**config.mk**
```make
export PLATFORM = sky130hd
export DESIGN_NAME = vblank_irq_unit
export DESIGN_NICKNAME = d
export VERILOG_FILES = /design/src/rtl/vri_pkg.sv /design/src/rtl/vri_sync.sv /design/src/rtl/vri_core.sv /design/src/rtl/vblank_irq_unit.sv
export SDC_FILE = /design/constraint.sdc
export NUM_CORES = 1
export LEC_CHECK = 0
export CAP_MARGIN = 20
export CORE_AREA = 2 2 39 41
export DETAILED_ROUTE_END_ITERATION = 16
export DIE_AREA = 0 0 41 43
export DONT_BUFFER_PORTS = 1
export PLACE_DENSITY_LB_ADDON = 0.15
export SLEW_MARGIN = 20
export SYNTH_ARGS = -nofsm -noshare
export SYNTH_HDL_FRONTEND = slang
export SYNTH_SLANG_ARGS = --single-unit
```
**constraint.sdc**
```tcl
create_clock -name clk -period 1.8 [get_ports clk]
set_input_delay 0 -clock clk [delete_from_list [all_inputs] [get_ports clk]]
set_output_delay 0 -clock clk [all_outputs]
set_load 0.05 [all_outputs]
```
**src/rtl/vri_pkg.sv**
```systemverilog
package vri_pkg;

    typedef struct packed {
        logic status;     // pollable flag
        logic pending;    // request waiting for acknowledge
        logic blank_prev; // last synchronised blank level
    } vri_state_t;

    localparam vri_state_t VRI_RESET = '{status: 1'b0, pending: 1'b0, blank_prev: 1'b0};

endpackage

```
**src/rtl/vri_sync.sv**
```systemverilog
module vri_sync #(
    parameter int STAGES = 2
) (
    input  logic clk,
    input  logic rst_n,
    input  logic async_in,
    output logic sync_out
);
    localparam int LAST = STAGES - 1;

    logic [LAST:0] chain_d;
    logic [LAST:0] chain_q;

    generate
        if (STAGES == 1) begin : g_single
            always_comb chain_d = async_in;
        end else begin : g_multi
            always_comb chain_d = {chain_q[LAST-1:0], async_in};
        end
    endgenerate

    always_ff @(posedge clk or negedge rst_n) begin
        if (!rst_n) chain_q <= '0;
        else        chain_q <= chain_d;
    end

    assign sync_out = chain_q[LAST];

endmodule

```
**src/rtl/vri_core.sv**
```systemverilog
module vri_core
    import vri_pkg::*;
(
    input  logic clk,
    input  logic rst_n,
    input  logic blank_s,
    input  logic top_s,
    input  logic ack,
    input  logic irq_en,
    output logic stat_flag,
    output logic irq_out
);
    vri_state_t st_d;
    vri_state_t st_q;
    logic       rise;

    always_comb begin
        st_d            = st_q;
        rise            = blank_s & ~st_q.blank_prev;
        st_d.blank_prev = blank_s;
        if (rise) begin
            st_d.status  = 1'b1;
            st_d.pending = 1'b1;
        end else begin
            if (top_s) begin
                st_d.status  = 1'b0;
                st_d.pending = 1'b0;
            end
            if (ack) st_d.pending = 1'b0;
        end
    end

    always_ff @(posedge clk or negedge rst_n) begin
        if (!rst_n) st_q <= VRI_RESET;
        else        st_q <= st_d;
    end

    assign stat_flag = st_q.status;
    assign irq_out   = st_q.pending & irq_en;

    a_r2_set_on_entry: assert property (@(posedge clk) disable iff (!rst_n)
        (blank_s && !st_q.blank_prev) |=> (stat_flag && st_q.pending));

    a_r5_request_implies_flag: assert property (@(posedge clk) disable iff (!rst_n)
        irq_out |-> stat_flag);

    a_r6_flag_holds_without_top: assert property (@(posedge clk) disable iff (!rst_n)
        (stat_flag && !top_s) |=> stat_flag);

    a_r7_ack_clears: assert property (@(posedge clk) disable iff (!rst_n)
        (ack && !(blank_s && !st_q.blank_prev)) |=> !st_q.pending);

    a_r8_set_wins: assert property (@(posedge clk) disable iff (!rst_n)
        (blank_s && !st_q.blank_prev && (ack || top_s)) |=> (stat_flag && st_q.pending));

    a_r4_no_reraise_in_blank: assert property (@(posedge clk) disable iff (!rst_n)
        (!st_q.pending && st_q.blank_prev && blank_s) |=> !st_q.pending);

endmodule

```
**src/rtl/vblank_irq_unit.sv**
```systemverilog
module vblank_irq_unit #(
    parameter int DATA_W      = 8,
    parameter int CLR_BIT     = 0,
    parameter int SYNC_STAGES = 2
) (
    input  logic              clk,
    input  logic              rst_n,
    input  logic              vblank_raw,
    input  logic              frame_top_raw,
    input  logic              clr_we,
    input  logic [DATA_W-1:0] clr_wdata,
    input  logic              irq_en,
    output logic              stat_flag,
    output logic              irq_out
);
    logic blank_s;
    logic top_s;
    logic ack;

    assign ack = clr_we & clr_wdata[CLR_BIT];

    vri_sync #(.STAGES(SYNC_STAGES)) u_sync_blank (
        .clk      (clk),
        .rst_n    (rst_n),
        .async_in (vblank_raw),
        .sync_out (blank_s)
    );

    vri_sync #(.STAGES(SYNC_STAGES)) u_sync_top (
        .clk      (clk),
        .rst_n    (rst_n),
        .async_in (frame_top_raw),
        .sync_out (top_s)
    );

    vri_core u_core (
        .clk       (clk),
        .rst_n     (rst_n),
        .blank_s   (blank_s),
        .top_s     (top_s),
        .ack       (ack),
        .irq_en    (irq_en),
        .stat_flag (stat_flag),
        .irq_out   (irq_out)
    );

    a_r1_reset_quiet: assert property (@(posedge clk)
        !rst_n |-> (!stat_flag && !irq_out));

endmodule

```
-- Word-level counts from Yosys, hierarchy flattened
Index checks and enable logic that the tools add are counted.
- flip-flop bits (word level): 7
- output and inout port bits: 2
- word-level logic and storage cells: 14
- mux-type cells: 3
- bitwise logic cells: 4
- reductions and logical operators: 2
- operator list (kind ; number):
    $mux W2 ; 2
    $and A1 B1 Y1 ; 3
    $reduce_bool A3 Y1 ; 1
    $reduce_bool A2 Y1 ; 1
    $mux W1 ; 1
    $not A1 Y1 ; 1

-- Logic depth before layout (Yosys ltp)
- depth after elaboration: 3
- depth in mapped cells: 2

-- Cells and area by module
Synthesis repeated with hierarchy kept, for this count alone.
- cell total of the unflattened synthesis: 14
- area, all modules: 221.5 µm²
- modules (own cells, without submodules) (module ; times used ; cells each ; area each (µm²) ; seq. area each (µm²)):
    vri_core ; 1 ; 9 ; 115.1 ; 75.1
    vri_sync ; 2 ; 2 ; 50.0 ; 50.0
    vblank_irq_unit ; 1 ; 1 ; 6.3 ; 0.0

-- Worst setup path before layout
OpenSTA, ideal clock, no wires.
- kind: reg-to-reg
- start: reg, netlist name u_core.stat_flag
- end: reg u_core.st_q, in the netlist u_core.stat_flag
- setup time: 0.121 ns
- arrival: 0.829 ns
- slack: 0.850 ns
- cell stages (with the launch flop): 2
- path buffers: 0
- cell sequence: dfrtp_1 a22o_1
- RTL lines (item ; line ; RTL):
    end signal, assigned ; vri_core.sv:35 ; else st_q <= st_d;
    end, declared ; vri_core.sv:14 ; vri_state_t st_q;

-- Worst setup path after layout
- start: in clr_wdata[0]
- end: reg u_core.st_q[1] (netlist bit)
- cells in the longest elaborated chain, start to end: 3
- elaborated cells on any way between the ends: 4
- those cells by class: mux (2); bitwise (1); reduce/logical (1)
- RTL lines (item ; line ; RTL):
    start, declared ; vblank_irq_unit.sv:11 ; input logic [DATA_W-1:0] clr_wdata,
    $and A1 B1 Y1 * ; vblank_irq_unit.sv:20 ; assign ack = clr_we & clr_wdata[CLR_BIT];
    $mux W1 ; vri_core.sv:29 ; if (ack) st_d.pending = 1'b0;
    $mux W2 ; vri_core.sv:21 ; if (rise) begin
Every way passes the cells marked *; elsewhere a longest branch is shown, timed or not.
A chain may end at the register's enable or synchronous reset.

==> qor.json <==
{
  "status": {
    "run_status": "finished clean"
  },
  "clock_tree": {
    "cts-htree-levels": 1,
    "worstSkewPairLatency_ns": 0.24,
    "numClockSinks": 7,
    "cts.clk_slew.worst_paths_ns": 0.05,
    "clock_tree.root_cell": "clkbuf_4",
    "cts_tree": "yes",
    "cts_inserted_buffers": 3,
    "max-clock-path-buffers": 2,
    "cts_resized": 0
  },
  "job": {
    "timing.max_cap.violations": 0
  },
  "critical_path": {
    "slowest_stage": "dlygate4sd3_1",
    "cpPeakStageDelay_ns": 0.55,
    "start_kind": "input port",
    "worst-setup-path-type": "in -> reg",
    "critical_path_peak_fanout": 1,
    "critical_path_arrival_ns": 1.37,
    "worst_case_register_to_register_setup_slack_ns": 0.82,
    "worst_r2r_path_depth": 1,
    "most_frequent_cell_on_critical_path": "dlygate4sd3_1",
    "critPathCaptureType": "flip-flop",
    "r2r_start": "u_core.stat_flag$_DFFE_PN0P_",
    "regToRegEndpoint": "u_core.stat_flag$_DFFE_PN0P_",
    "critPathRequiredTime_ns": 1.93,
    "crit_chain": "dlygate4sd3_1 > nand2_1 > dlygate4sd3_1 > a32o_1"
  },
  "synthesis": {
    "mean_area_per_synthesized_cell_um2": 16.3,
    "ys_ff_latch": 7,
    "synth.yosys.seq_area_share_pct": 82.8,
    "ys.warnings.count": 0,
    "synth_cell_type_count": 6,
    "syn-num-nets": 27,
    "syn_area_um2": 211,
    "syn_inst": 13
  },
  "timing": {
    "setup_tns_ns": 0,
    "slew_headroom_pct": 68.0,
    "slew_viol_final": 0,
    "tightest_slew_ns": 0.479,
    "finalCritPeriodShare_pct": 69.0,
    "timing.final.crit_period_ns": 1.24,
    "fin_worst_skew_ns": 0.00345,
    "setup_violations": 0,
    "maxClockFrequency_ghz": 0.805,
    "unrepaired_setup_endpoints_after_global_routing": "no",
    "hold_violation_total_from_the_final_report": 0
  },
  "routing": {
    "total_length_of_routed_wires_um": 341,
    "route.vias.total": 136,
    "drc": 0,
    "wl_per_cell_um": 8.97,
    "dr.pass1.iters": 1,
    "post_drt_via_cell_ratio": 3.58,
    "detail_route.iter0.violations": 0,
    "route.antenna.remaining_nets": 0
  },
  "pwr": {
    "leakage_power_nw": 0.139,
    "powerDensity_mw_per_mm2": 1100,
    "comb_power_share_pct": 6.8,
    "switching_share_pct": 22.2,
    "share_clk_of_total_power_pct": 40.2,
    "power.net_switching_w": 0.0000749,
    "vdd.ir_drop.worst_uv": 507,
    "cellInternalPower_w": 0.000263,
    "seq_power_share_pct": 53.0
  },
  "finish": {
    "fill_cells": 153,
    "nets": 37,
    "multiInputGateArea_um2": 28.8,
    "drive_gt1_share_pct": 13.6,
    "layout.area.seq_um2": 175,
    "utilization_pct": 22.2,
    "layout-area-overhead-vs-synth_pct": 45.6,
    "antenna_cells": 0
  },
  "hold_path": {
    "hold_path_class": "in -> async"
  },
  "global_route": {
    "first_pass_grt_wire_length_um": 572,
    "grt_overflow_total": 0,
    "grt_max_degree": 8,
    "number_of_antenna_violations_at_the_first_check_in_global_routing": 0,
    "number_of_global_route_vias_before_repair": 137,
    "grt.total_usage_pct": 5.59
  },
  "floorplanning": {
    "coreArea_mm2": 0.00138,
    "die_width_um": 41,
    "placementRows": 14,
    "io_pins": 16,
    "initial_core_utilization_pct": 15.3,
    "floorplan.die.height_um": 43,
    "design.die.area_mm2": 0.00176
  },
  "placement": {
    "gp_routability_congestion": 0.577,
    "number_of_buffer_cells_added_on_primary_ports": 0
  }
}
## logic make-up (layout without fill, tap and decap cells)
| logic type | Yosys count | in the layout | share of synthesized area [%] |
|---|---|---|---|
| flops | 7 | 7 | 82.8 |
| buf+inv | 2 | 11 | 3.55 |
| compound gates | 2 | 2 | 8.88 |
| simple gates | 2 | 2 | 4.73 |
## state kept, by name, indices dropped and copies added, names as in the netlist
| signal | flops |
|---|---|
| u_core.st_q | 2 |
| u_core.stat_flag | 1 |
| u_sync_blank.chain_q | 2 |
| u_sync_top.chain_q | 2 |
## cell usage after synthesis, drive strengths merged
library cell	number	area, µm²
dfrtp	7	175
inv	2	7.51
a22o	1	8.76
a32o	1	10.0
and2	1	6.26
nand2	1	3.75
## power groups by stage
stage,Sequential (W),Combinational [W],Clock (W)
5_1_grt,0.000180,0.0000254,0.000154
6_report,0.000179,0.0000229,0.000136
3_5_place_dp,0.000182,0.0000121,0
4_1_cts,0.000179,0.0000234,0.000145
3_3_place_gp,0.000181,0.0000120,0
2_1_floorplan,0.000180,0.0000112,0
## worst max-delay path: cells and delay by family
kind / cells / cell delay [ns]
AO/OA/AOI/OAI: 1 / 0.25
AND/OR/NAND/NOR: 1 / 0.05
buffers and inverters: 2 / 1.08
## timing repair
action                                  in CTS  in global routing
hold buffers                                 5                  0
endpoints found under the setup margin       0                  0
buffers inserted                             0                  0
endpoints found under the hold margin       10                  0
## worst max path at each step
| stage | startpoint | endpoint | depth (start not counted) |
|---|---|---|---|
| after floorplan | u_core.stat_flag$_DFFE_PN0P_ | u_core.stat_flag$_DFFE_PN0P_ | 1 |
| final | clr_wdata[0] | u_core.st_q[1]$_DFFE_PN0P_ | 4 |
| after detailed placement | u_core.stat_flag$_DFFE_PN0P_ | u_core.stat_flag$_DFFE_PN0P_ | 1 |
| after CTS | clr_wdata[0] | u_core.st_q[1]$_DFFE_PN0P_ | 4 |
| after global placement | u_core.stat_flag$_DFFE_PN0P_ | u_core.stat_flag$_DFFE_PN0P_ | 1 |
| after global routing | clr_wdata[0] | u_core.st_q[1]$_DFFE_PN0P_ | 4 |
## cell usage in the layout (no fill, tap or decap)
| cell | n |
|---|---|
| nand2_1 | 1 |
| and2_1 | 1 |
| a22o_1 | 1 |
| dlygate4sd3_1 | 5 |
| dfrtp_1 | 7 |
| a32o_1 | 1 |
| clkbuf_1 | 1 |
| clkbuf_4 | 3 |
| inv_1 | 2 |
## through the flow
stage          setup WS, ns  total power, W  instances  hold WS, ns  cell area [µm²]
5_1_grt               0.535        0.000359         38       0.0839              308
3_3_place_gp          0.831        0.000193         29       -0.295              231
6_report              0.558        0.000338         38       0.0805              308
4_1_cts               0.571        0.000348         38       0.0787              308
2_1_floorplan         0.850        0.000191         13       -0.296              211
3_5_place_dp          0.819        0.000194         29       -0.295              231
## layout make-up
class,instances,share of cell area (%)
inverter,2,2.44
timing repair buffer,5,16.3
multi-input combinational,4,9.35
tap,16,6.50
sequential,7,56.9
clock buffer,4,8.54
## routing by layer
| layer | wire length [µm] | vias to the layer above | global-route usage (%) |
|---|---|---|---|
| li1 | - | 62 | - |
| met2 | 143 | 11 | 6.25 |
| met5 | 0 | - | 0 |
| met3 | 67 | 0 | 7.33 |
| met1 | 130 | 63 | 5.02 |
| met4 | 0 | 0 | 4.00 |
Note: power is estimated with default switching activity, not from simulation.
